## src/rtl/pit_chan_pkg.sv

```systemverilog
package pit_chan_pkg;

   typedef enum logic [2:0] {
      M_TERM    = 3'd0,
      M_ONESHOT = 3'd1,
      M_RATE    = 3'd2,
      M_SQUARE  = 3'd3,
      M_SWSTB   = 3'd4,
      M_HWSTB   = 3'd5,
      M_IDLE    = 3'd7
   } mode_e;

   // modes in which a gate rising edge restarts the period
   function automatic logic is_retrig(input mode_e m);
      return (m == M_ONESHOT) || (m == M_RATE) || (m == M_SQUARE) || (m == M_HWSTB);
   endfunction

   // modes in which a low gate level suspends counting
   function automatic logic is_gated(input mode_e m);
      return (m == M_TERM) || (m == M_RATE) || (m == M_SQUARE) || (m == M_SWSTB);
   endfunction

   // modes that wait for a gate edge after a load
   function automatic logic is_hw_start(input mode_e m);
      return (m == M_ONESHOT) || (m == M_HWSTB);
   endfunction

endpackage

```

## src/rtl/pit_gate_edge.sv

```systemverilog
module pit_gate_edge #(
   parameter logic RST_LVL = 1'b1
) (
   input  logic clk,
   input  logic rst_n,
   input  logic gate_i,
   output logic rise_o
);

   logic gate_q;

   always_ff @(posedge clk or negedge rst_n) begin
      if (!rst_n) gate_q <= RST_LVL;
      else        gate_q <= gate_i;
   end

   assign rise_o = gate_i & ~gate_q;

endmodule

```

## src/rtl/pit_mode_decode.sv

```systemverilog
module pit_mode_decode
   import pit_chan_pkg::*;
#(
   parameter bit ALIAS_HI = 1'b1
) (
   input  logic [2:0] code_i,
   output mode_e      mode_o,
   output logic       valid_o
);

   logic high_code;
   assign high_code = code_i[2] & code_i[1];

   generate
      if (ALIAS_HI) begin : g_alias
         assign mode_o  = high_code ? mode_e'({1'b0, code_i[1:0]}) : mode_e'(code_i);
         assign valid_o = 1'b1;
      end else begin : g_reject
         assign mode_o  = high_code ? M_IDLE : mode_e'(code_i);
         assign valid_o = ~high_code;
      end
   endgenerate

endmodule

```

## src/rtl/pit_count_core.sv

```systemverilog
module pit_count_core
   import pit_chan_pkg::*;
#(
   parameter int CNT_W = 16
) (
   input  logic             clk,
   input  logic             rst_n,
   input  logic             load_i,
   input  logic             ld_ok_i,
   input  mode_e            ld_mode_i,
   input  logic [CNT_W-1:0] ld_val_i,
   input  logic             rise_i,
   input  logic             tick_i,
   input  logic             gate_i,
   output mode_e            mode_o,
   output logic [CNT_W-1:0] cnt_o,
   output logic             run_o,
   output logic             fired_o,
   output logic             strobe_o,
   output logic             phase_o
);

   localparam logic [CNT_W-1:0] ONE       = CNT_W'(1);
   localparam logic [CNT_W-1:0] TWO       = CNT_W'(2);
   localparam logic [CNT_W-1:0] EVEN_MASK = ~ONE;

   mode_e            mode_q;
   logic [CNT_W-1:0] init_q, cnt_q;
   logic             run_q, fired_q, strobe_q, phase_q;
   logic             step_en, restart;
   logic [CNT_W-1:0] restart_val, load_start;

   assign restart     = rise_i & is_retrig(mode_q);
   assign step_en     = tick_i & run_q & (gate_i | ~is_gated(mode_q));
   assign restart_val = (mode_q == M_SQUARE) ? (init_q & EVEN_MASK) : init_q;
   assign load_start  = (ld_mode_i == M_SQUARE) ? (ld_val_i & EVEN_MASK) : ld_val_i;

   always_ff @(posedge clk or negedge rst_n) begin
      if (!rst_n) begin
         mode_q   <= M_IDLE;
         init_q   <= '0;
         cnt_q    <= '0;
         run_q    <= 1'b0;
         fired_q  <= 1'b0;
         strobe_q <= 1'b0;
         phase_q  <= 1'b1;
      end else if (load_i && ld_ok_i) begin
         mode_q   <= ld_mode_i;
         init_q   <= ld_val_i;
         cnt_q    <= load_start;
         run_q    <= ~is_hw_start(ld_mode_i);
         fired_q  <= 1'b0;
         strobe_q <= 1'b0;
         phase_q  <= 1'b1;
      end else if (restart) begin
         cnt_q    <= restart_val;
         run_q    <= 1'b1;
         fired_q  <= 1'b0;
         strobe_q <= 1'b0;
         phase_q  <= 1'b1;
      end else if (step_en) begin
         case (mode_q)
            M_RATE: begin
               cnt_q <= (cnt_q == ONE) ? init_q : cnt_q - ONE;
            end
            M_SQUARE: begin
               if (cnt_q == TWO) begin
                  cnt_q   <= init_q & EVEN_MASK;
                  phase_q <= ~phase_q;
               end else begin
                  cnt_q   <= cnt_q - TWO;
               end
            end
            M_IDLE: begin
               cnt_q <= cnt_q;
            end
            default: begin
               cnt_q    <= cnt_q - ONE;
               strobe_q <= (cnt_q == ONE) & ~fired_q;
               if (cnt_q == ONE) fired_q <= 1'b1;
            end
         endcase
      end
   end

   assign mode_o   = mode_q;
   assign cnt_o    = cnt_q;
   assign run_o    = run_q;
   assign fired_o  = fired_q;
   assign strobe_o = strobe_q;
   assign phase_o  = phase_q;

endmodule

```

## src/rtl/pit_out_decode.sv

```systemverilog
module pit_out_decode
   import pit_chan_pkg::*;
#(
   parameter int CNT_W = 16
) (
   input  mode_e            mode_i,
   input  logic [CNT_W-1:0] cnt_i,
   input  logic             run_i,
   input  logic             fired_i,
   input  logic             strobe_i,
   input  logic             phase_i,
   output logic             out_o
);

   localparam logic [CNT_W-1:0] ONE = CNT_W'(1);

   always_comb begin
      case (mode_i)
         M_TERM:    out_o = fired_i;
         M_ONESHOT: out_o = fired_i | ~run_i;
         M_RATE:    out_o = (cnt_i != ONE);
         M_SQUARE:  out_o = phase_i;
         M_SWSTB,
         M_HWSTB:   out_o = ~strobe_i;
         default:   out_o = 1'b1;
      endcase
   end

endmodule

```

## src/rtl/pit_chan.sv

```systemverilog
module pit_chan
   import pit_chan_pkg::*;
#(
   parameter int CNT_W    = 16,
   parameter int CHAN_IDX = 0,
   parameter bit ALIAS_HI = 1'b1
) (
   input  logic             clk,
   input  logic             rst_n,
   input  logic             tick_i,
   input  logic             gate_i,
   input  logic             load_i,
   input  logic [2:0]       load_mode_i,
   input  logic [CNT_W-1:0] load_val_i,
   output logic [CNT_W-1:0] count_o,
   output logic             out_o
);

   localparam logic GATE_RST = (CHAN_IDX != 2);

   generate
      if (CNT_W < 4) begin : g_bad_width
         $error("pit_chan: CNT_W must be at least 4");
      end
      if (CHAN_IDX < 0 || CHAN_IDX > 2) begin : g_bad_chan
         $error("pit_chan: CHAN_IDX must be 0, 1 or 2");
      end
   endgenerate

   logic             rise, ld_ok, run, fired, strobe, phase;
   mode_e            ld_mode, mode;
   logic [CNT_W-1:0] cnt;

   pit_gate_edge #(.RST_LVL(GATE_RST)) edge_i (
      .clk    (clk),
      .rst_n  (rst_n),
      .gate_i (gate_i),
      .rise_o (rise)
   );

   pit_mode_decode #(.ALIAS_HI(ALIAS_HI)) dec_i (
      .code_i  (load_mode_i),
      .mode_o  (ld_mode),
      .valid_o (ld_ok)
   );

   pit_count_core #(.CNT_W(CNT_W)) core_i (
      .clk       (clk),
      .rst_n     (rst_n),
      .load_i    (load_i),
      .ld_ok_i   (ld_ok),
      .ld_mode_i (ld_mode),
      .ld_val_i  (load_val_i),
      .rise_i    (rise),
      .tick_i    (tick_i),
      .gate_i    (gate_i),
      .mode_o    (mode),
      .cnt_o     (cnt),
      .run_o     (run),
      .fired_o   (fired),
      .strobe_o  (strobe),
      .phase_o   (phase)
   );

   pit_out_decode #(.CNT_W(CNT_W)) outd_i (
      .mode_i   (mode),
      .cnt_i    (cnt),
      .run_i    (run),
      .fired_i  (fired),
      .strobe_i (strobe),
      .phase_i  (phase),
      .out_o    (out_o)
   );

   assign count_o = cnt;

endmodule

```

## config.mk

```make
export PLATFORM = sky130hd
export DESIGN_NAME = pit_chan
export DESIGN_NICKNAME = d
export VERILOG_FILES = /design/src/rtl/pit_chan_pkg.sv /design/src/rtl/pit_gate_edge.sv /design/src/rtl/pit_mode_decode.sv /design/src/rtl/pit_count_core.sv /design/src/rtl/pit_out_decode.sv /design/src/rtl/pit_chan.sv
export SDC_FILE = /design/constraint.sdc
export NUM_CORES = 1
export LEC_CHECK = 0
export CORE_ASPECT_RATIO = 1.25
export CORE_MARGIN = 5
export CORE_UTILIZATION = 41
export DETAILED_ROUTE_END_ITERATION = 8
export GPL_TIMING_DRIVEN = 0
export PLACE_DENSITY = 0.67
export SYNTH_ARGS = -nofsm -noshare
export SYNTH_HDL_FRONTEND = slang
export SYNTH_HIERARCHICAL = 1
export SYNTH_SLANG_ARGS = --single-unit
```

## constraint.sdc

```tcl
create_clock -name clk -period 2.2 [get_ports clk]
set_input_delay 0.44 -clock clk [delete_from_list [all_inputs] [get_ports clk]]
set_output_delay 0.44 -clock clk [all_outputs]
set_load 0.02 [all_outputs]
```

==> results.toml, run 1 <==
[synth]
synth_seq_cells = 40
synth_fa_ha_area_frac = 0.02211
synth_compound_area_frac = 0.2362
syn_area_per_cell_sq_um = 8.296
ys_seq_area_frac = 0.3560
syn_nets = 370
synth-edff-count = 0
synthDistinctLibCells = 64
synthSimpleGateAreaFrac = 0.3056
synth.top_cell.area_share = 0.3096
yosysMostFrequentCell = "nand2_1"
synthMuxAreaShare = 0.01858
synth_top_area_cell = "dfrtp_1"
yosys-top-cells-area = "dfrtp_1, nand2_1, dfstp_2, nor4_4, nor2_1"
synthFlopType = "dfrtp_1"
synth-xor-area-share = 0.006192
syn_inst = 341
netlist_area_sq_mm = 0.002829
ys_async_sr_fraction = 1.000
synth_top_family_by_area = "simple AND/OR/NAND/NOR gates"
synth_commonest_cells = "nand2_1, dfrtp_1, nor2_1"
synth_warnings = 6

[global_routing]
grt_usage = 0.2288
grt_first_pass_wirelength_um = 15480
grt_overflow_total = 0
grt_max_degree = 31
grt_pass1_vias = 2853
antenna_found_initial = 0

[power_and_ir_drop]
finalPower_mw = 3.936
power_density_mw_per_mm2 = 973.1
p_leak_nw = 1.611
ir_drop_uv = 515.9

[detailed_routing]
dr.pass1.iters = 5
vias_per_cell = 5.935
drc = 0
routed-via-count = 3003
routedWlPerCell_um = 19.49
wl_um = 9862
drt_iter0_markers = 333
antenna_left = 0

[sta]
timing_hold_violations_final = 0
hold-worst-slack_ns = 0.009129
report.final.slew_viol_count = 0
max_freq_mhz = 454.2
layout_setup_ws_ns = -0.001652
setup_violations = 2
slew-limit-headroom = 0.6565
clock_skew_ns = 0.004686
finalCritPeriodShare = 1.001
tightest_slew_ns = 0.5147
tns_ns = -0.002863
min_period_ns = 2.202
rsz0062_at_grt = "yes"

[floorplanning]
rows = 33
initial_core_util = 0.4256
core-area_sq_mm = 0.006648
dieArea_sq_mm = 0.008671
die_x_um = 84.30
ioPinCount = 41
dieHeight_um = 102.9

[critical_path]
max_stage_delay_ns = 0.45
worstSetupPathType = "reg -> reg"
cp_slowest_cell = "dfrtp_2"
crit_top_cell = "nand2_1"
crit_required_ns = 2.39
cp_data_arrival_time_ns = 2.39
crit_fanout = 5
cp-end-kind = "flop"
timing.critical_path.cells = "buf_4 > ha_4 > mux2_4 > and3_1 > a22o_4 > buf_6 > nand2_1 > nand2_1 > o32a_1"
start_kind = "flop"

[status]
violations = "setup timing"
outcome = "finished with violations"

[clock_network]
cts_tree = "built"
clock_sinks = 40
clk_pin_slew_ns = 0.09
cts.htree.levels = 2
clock_path_buffers = 2
root_buffer = "clkbuf_8"
clk-insertion-delay-late_ns = 0.30
cts_hold_buf = 0
cts_buffers = 5

[layout]
fin_cells = 506
drive_above_1_share = 0.3246
areaGrowthSynthToFinish_pct = 42.99
diodes = 0
nNetsFinal = 447
utilization = 0.6085

[placement]
gp_congestion = 0.9487
dp.cells = 468
place_hpwl_um = 6796
place.port_buffers = 39

[flow_run]
cap_violations = 0

[hold_path]
hp-class = "in -> async"
==> flip-flops by register name (all words and copies together) (netlist names) <==
name and cells:
core_i/cnt_o 16, core_i/fired_o 1, core_i/init_q 16, core_i/mode_o 3, core_i/phase_o 1, core_i/run_o 1, core_i/strobe_o 1, edge_i/gate_q 1
==> placed cells by master, fill, tap and decap left out, types with 7 or more instances in the layout <==
cell,count
nor2_1,21
buf_4,35
o21ai_0,9
nor3_1,8
nor4_4,7
dfrtp_1,24
nand2_1,83
inv_1,9
dfrtp_2,11
a31oi_1,10
a21oi_1,10
clkdlybuf4s50_1,37
==> metrics by stage <==
step                      setup WS, ns  cell area, sq um
after floorplan              0.0004263              2845
after global placement         -0.5710              3344
after detailed placement       -0.5959              3359
after CTS                      -0.1208              3891
after global routing           -0.1018              4045
final                        -0.001652              4045
==> layer usage <==
layer  track usage  vias up  wire (um)
met3       0.02318       14        465
met2        0.3858      115       4793
met5             0        -          0
li1              -     1410          -
met1        0.3086     1464       4401
met4       0.07797        0        201
==> layout make-up <==
cell class | count | area (sq um)
buffer | 20 | 158.9
tap | 87 | 108.9
fill | 584 | 2603
multi-input combinational | 269 | 1952
timing repair buffer | 71 | 649.4
clock buffer | 5 | 68.82
clock inverter | 3 | 42.54
inverter | 11 | 43.79
sequential | 40 | 1021
==> where the power goes <==
group          leakage (nW)  switching [mW]  internal, mW  total (mW)
Combinational          1.09            1.13         0.959        2.09
Sequential            0.469           0.306         0.911        1.22
Clock                0.0541           0.298         0.336       0.634
==> worst max-delay path, delay by kind of cell (launching register included) <==
kind	cells	cell delay [ns]
compound gates	2	0.56
flops	1	0.45
simple gates	3	0.33
buf+inv	2	0.30
mux	1	0.29
fa+ha+maj	1	0.16
==> path summary, 6_finish.rpt <==
| path | startpoint | end | slack, ns | cells after the start |
|---|---|---|---|---|
| max | core_i/cnt_o[0] | core_i/cnt_o[10] | -0.002 | 9 |
| min | rst_n | core_i/cnt_o[0] | 0.009 | 1 |
| max reg2reg | core_i/cnt_o[0] | core_i/cnt_o[10] | -0.002 | 9 |
| min reg2reg | core_i/init_q[5] | core_i/init_q[5] | 0.48 | 2 |
| max in group asynchronous | rst_n | core_i/mode_o[0] | 1.67 | 2 |
| min in group clk | load_mode_i[0] | core_i/run_o | 0.34 | 2 |
==> cells by family (layout without fill, tap and decap cells) <==
kind of cell / after synthesis / in the layout
AO/OA/AOI/OAI: 93 / 93
XOR/XNOR: 2 / 2
adder cells (fa/ha/maj): 5 / 5
buffers and inverters: 32 / 110
flip-flops: 40 / 40
multiplexers: 5 / 5
other: 1 / 1
AND/OR/NAND/NOR: 163 / 163
==> repair_timing <==
item                       CTS  global route
pin swaps                   14            12
resized for setup           55            34
hold endpoints to repair     0             0
setup endpoints to repair   27            28
setup buffers               24             6
cloned                       1             0
No activity file was read; power rests on OpenSTA's default activity.
==> inputs of run 2 (changes only) <==
--- a/config.mk
+++ b/config.mk
@@ -10,7 +10,7 @@
 export CORE_UTILIZATION = 41
 export DETAILED_ROUTE_END_ITERATION = 8
 export GPL_TIMING_DRIVEN = 0
-export PLACE_DENSITY = 0.67
+export PLACE_DENSITY_LB_ADDON = 0.05
 export SYNTH_ARGS = -nofsm -noshare
 export SYNTH_HDL_FRONTEND = slang
 export SYNTH_HIERARCHICAL = 1
==> run 2 against run 1 <==
The flow now finishes without violations. Clock skew up 0.0033 ns. Cell area up 3.5%. Combinational power up 11%. Via count up 2.2%. Largest cell class unchanged.
==> results.toml, run 2 (synthesis results as in run 1) <==
[sta]
finalCritPeriodShare = 0.9994
slew-limit-headroom = 0.6484
clock_skew_ns = 0.007986
min_period_ns = 2.199
tns_ns = 0
report.final.slew_viol_count = 0
tightest_slew_ns = 0.5273
layout_setup_ws_ns = 0.001291
setup_violations = 0
max_freq_mhz = 454.8
timing_hold_violations_final = 0
rsz0062_at_grt = "yes"

[layout]
areaGrowthSynthToFinish_pct = 47.99
utilization = 0.6298
fillers = 591
drive_above_1_share = 0.3451
nNetsFinal = 454
mostFrequentLayoutCells = "nand2_1, clkdlybuf4s50_1, buf_4"
multi_input_comb_area_sq_mm = 0.002002
diodes = 0
regArea_sq_mm = 0.001020
mostFrequentLayoutCell = "nand2_1"

[global_routing]
grt_usage = 0.2430
antenna_found_initial = 0
grt_max_degree = 27
grt_pass1_vias = 2993
grt_first_pass_wirelength_um = 16200
grt_overflow_total = 0

[floorplanning]
dieHeight_um = 102.9
rows = 33
die_x_um = 84.30
core-area_sq_mm = 0.006648
dieArea_sq_mm = 0.008671
ioPinCount = 41
initial_core_util = 0.4256

[detailed_routing]
dr.pass1.iters = 5
drc = 0
routedWlPerCell_um = 20.18
routed-via-count = 3068
antenna_left = 0
vias_per_cell = 5.981
wl_um = 10350
drt_iter0_markers = 261

[critical_path]
start_kind = "flop"
crit_required_ns = 1.76
crit_fanout = 2
worstSetupPathType = "reg -> out"
cp-end-kind = "primary output"
cp_data_arrival_time_ns = 1.76
reg2reg_depth = 9

[power_and_ir_drop]
p_switching_mw = 1.798
seq_power_share = 0.280
power_density_mw_per_mm2 = 984.2
power_frac_comb = 0.565
clkPwrFrac = 0.155
sw_frac_of_total = 0.4363
p_leak_nw = 1.674
ir_drop_uv = 486.9
p_int_mw = 2.323

[flow_run]
cap_violations = 0

[status]
outcome = "complete, no violations"

[clock_network]
clock_sinks = 40
clock_path_buffers = 2
cts_tree = "built"
cts.htree.levels = 2
clk_pin_slew_ns = 0.09
cts_buffers = 5
clk-insertion-delay-late_ns = 0.30
root_buffer = "clkbuf_8"

[hold_path]
hp-class = "in -> async"

[placement]
dp_slack_ns = -0.5353
gp_congestion = 0.9181
place_hpwl_um = 6941
place.port_buffers = 39
run 2: changes by cell type in the layout (fill, tap and decap cells not counted), sizes merged:
cell / change
buf: +7
clkinv: -1
inv: +1
run 2: worst paths after layout:
kind                             startpoint               end  slack (ns)
max                         core_i/cnt_o[2]             out_o       0.001
min                                   rst_n   core_i/cnt_o[6]        0.05
max reg2reg                 core_i/cnt_o[9]   core_i/cnt_o[9]        0.02
min reg2reg                core_i/init_q[8]  core_i/init_q[8]        0.48
max in group asynchronous             rst_n  core_i/mode_o[2]        1.61
min in group clk             load_mode_i[0]      core_i/run_o        0.34
run 2: layout make-up:
class,instances,share of cell area
inverters,11,0.01046
clock buffers,5,0.01644
flip-flops and latches,40,0.2436
plain buffers,20,0.04124
repair buffers,78,0.1730
multi-input cells,269,0.4782
clock inverters,3,0.01106
well taps,87,0.02600
run 2: stage by stage:
stage	power, mW	hold slack (ns)	instance area (sq um)	cells
floorplan	2.153	0.1444	2845	341
global placement	2.790	0.4499	3344	467
detailed placement	2.795	0.3836	3359	468
CTS	3.841	0.05331	3887	502
global route	4.333	0.06755	4187	513
finish	4.120	0.04568	4187	513
run 2: timing repair:
item,4_1_cts,5_1_grt
pin swaps,18,20
setup buffers,25,12
setup endpoints to repair,28,18
hold buffers,0,0
cloned,1,0
resized for setup,57,51
run 2: worst max-delay path: stages (launching register included):
cell,delay (ns)
dfrtp_2,0.45
nor4b_4,0.35
nand4_1,0.19
nor4_4,0.22
a21oi_1,0.08
buf_2,0.17
run 2: power by group through the flow:
stage	registers (mW)	logic, mW	clock network [mW]
after floorplan	1.27	0.882	0
after global placement	1.21	1.58	0
after detailed placement	1.22	1.58	0
after CTS	1.13	2.06	0.659
after global routing	1.17	2.47	0.692
final	1.15	2.33	0.640
run 2: per-layer routing:
metal  part of all wire  vias up  wire (um)  global-route usage
met3              0.069       28        711             0.04237
met5                  0        -          0                   0
li1                   -     1416          -                   -
met4              0.038        0        393              0.1040
met1               0.42     1476       4331              0.3110
met2               0.47      148       4914              0.4064
==> inputs of run 3 (changes only) <==
--- a/config.mk
+++ b/config.mk
@@ -8,8 +8,11 @@
 export CORE_ASPECT_RATIO = 1.25
 export CORE_MARGIN = 5
 export CORE_UTILIZATION = 41
+export CTS_BUF_LIST = sky130_fd_sc_hd__clkbuf_4
 export DETAILED_ROUTE_END_ITERATION = 8
+export GPL_ROUTABILITY_DRIVEN = 0
 export GPL_TIMING_DRIVEN = 0
+export HOLD_SLACK_MARGIN = 0.02
 export PLACE_DENSITY_LB_ADDON = 0.05
 export SYNTH_ARGS = -nofsm -noshare
 export SYNTH_HDL_FRONTEND = slang
==> run 3 against run 2 <==
The run now ends with setup timing left. Highest routed layer unchanged. Clock skew rose by 0.0082 ns. Die area did not move. Largest power group unchanged. Flip-flop and latch count did not move.
==> results.toml, run 3 (synthesis results as in run 1) <==
[status]
outcome = "finished with violations"
violations = "setup timing"

[sta]
timing_hold_violations_final = 0
setup_violations = 6
finalCritPeriodShare = 1.038
clock_skew_ns = 0.01617
report.final.slew_viol_count = 0
tightest_slew_ns = 0.5846
rsz0062_at_grt = "yes"
slew-limit-headroom = 0.6102
layout_setup_ws_ns = -0.08449
tns_ns = -0.2757
min_period_ns = 2.284
max_freq_mhz = 437.7

[floorplanning]
rows = 33
initial_core_util = 0.4256
core-area_sq_mm = 0.006648
dieArea_sq_mm = 0.008671
die_x_um = 84.30
dieHeight_um = 102.9
ioPinCount = 41

[global_routing]
use_met2 = 0.3773
grt_usage = 0.2258
grt_pass1_vias = 2897
busiest_layer = "met2"
antenna_found_initial = 0
grt_max_degree = 26
grt_first_pass_wirelength_um = 15320
use_met3 = 0.03837
gr-usage-met1 = 0.2945
grt_overflow_total = 0

[detailed_routing]
drt_iter0_markers = 470
vias_per_cell = 6.181
wl_um = 10430
antenna_left = 0
routedWlPerCell_um = 20.25
routed-via-count = 3183
dr.pass1.iters = 5
drc = 0

[power_and_ir_drop]
p_leak_nw = 1.683
ir_drop_uv = 540.9
power_density_mw_per_mm2 = 968.7

[layout]
areaGrowthSynthToFinish_pct = 50.24
drive_above_1_share = 0.3715
fin_cells = 515
mostFrequentLayoutCell = "nand2_1"
regArea_sq_mm = 0.001020
multi_input_comb_area_sq_mm = 0.002086
nNetsFinal = 456
diodes = 0
mostFrequentLayoutCells = "nand2_1, clkdlybuf4s50_1, buf_4"
fillers = 577

[clock_network]
cts_tree = "built"
cts.htree.levels = 2
root_buffer = "clkbuf_4"
clock_path_buffers = 2
clk-insertion-delay-late_ns = 0.36
clk_pin_slew_ns = 0.14
cts_buffers = 5
clock_sinks = 40

[placement]
place.port_buffers = 39
dp.cells = 468
place_hpwl_um = 6587

[flow_run]
cap_violations = 0

[critical_path]
crit_required_ns = 1.76
worstSetupPathType = "reg -> out"
timing.critical_path.cells = "nor4b_4 > nand4_1 > nor4_2 > a21oi_1 > buf_2"
cp-end-kind = "primary output"
cp_slowest_cell = "dfrtp_1"
max_stage_delay_ns = 0.44
crit_fanout = 3
start_kind = "flop"
cp_data_arrival_time_ns = 1.84

[hold_path]
hp-class = "in -> reg"
-- run 3: cell types whose count changed in the layout (fill, tap and decap cells not counted), sizes merged --
cell	previous run	this run
dlygate4sd3	0	1
clkbuf	12	15
inv	12	11
buf	54	51
clkinv	0	1
nand3	8	9
-- run 3: area by class of cell --
| class | count | area share |
|---|---|---|
| clock inverter | 3 | 0.01001 |
| sequential | 40 | 0.2399 |
| clock buffer | 5 | 0.008831 |
| inverter | 11 | 0.01207 |
| timing repair buffer | 78 | 0.1740 |
| buffer | 21 | 0.03886 |
| multi-input combinational | 270 | 0.4907 |
| tap | 87 | 0.02561 |
-- run 3: metal layers --
layer,vias up,wire length [um]
li1,1432,-
met1,1515,4370
met2,195,4931
met3,41,781
met4,0,347
met5,-,0
-- run 3: worst paths after layout --
check	to	start	depth (start not counted)	slack (ns)
worst max register to register	core_i/cnt_o[10]	core_i/cnt_o[3]	7	-0.05
max in group asynchronous	core_i/mode_o[2]	rst_n	3	1.10
worst min register to register	core_i/init_q[7]	core_i/init_q[7]	2	0.49
worst min-delay path	core_i/run_o	load_mode_i[0]	2	0.29
worst max-delay path	out_o	core_i/cnt_o[3]	5	-0.08
min in group asynchronous	core_i/init_q[2]	rst_n	2	0.53
-- run 3: worst max-delay path, delay by kind of cell (launching register included) --
family          cells  cell delay (ns)
simple gates        3             0.78
compound gates      1             0.09
flops               1             0.44
buf+inv             1             0.17
-- run 3: report_power, final --
| group | internal (mW) | switching (mW) |
|---|---|---|
| sequential | 0.909 | 0.243 |
| clock | 0.237 | 0.271 |
| combinational | 1.11 | 1.34 |
| total | 2.26 | 1.86 |
-- run 3: repair_timing --
action	CTS	global route
hold buffers	1	0
cloned	0	2
pin swaps	18	39
gates resized for setup	52	73
endpoints found under the hold margin	15	0
setup buffers	26	11
setup endpoints to repair	28	17
-- run 3: through the flow --
stage / utilization / instance area (sq um) / power (mW) / worst slack, ns / hold slack [ns]
2_1_floorplan: - / 2845 / 2.153 / 0.0004263 / 0.1444
3_3_place_gp: 0.5031 / 3344 / 2.767 / -0.5709 / 0.4489
3_5_place_dp: 0.5054 / 3359 / 2.772 / -0.5768 / 0.4003
4_1_cts: 0.5771 / 3836 / 3.711 / -0.1804 / 0.2765
5_1_grt: 0.6394 / 4250 / 4.310 / -0.1286 / 0.2999
6_report: 0.6394 / 4250 / 4.117 / -0.08449 / 0.2859
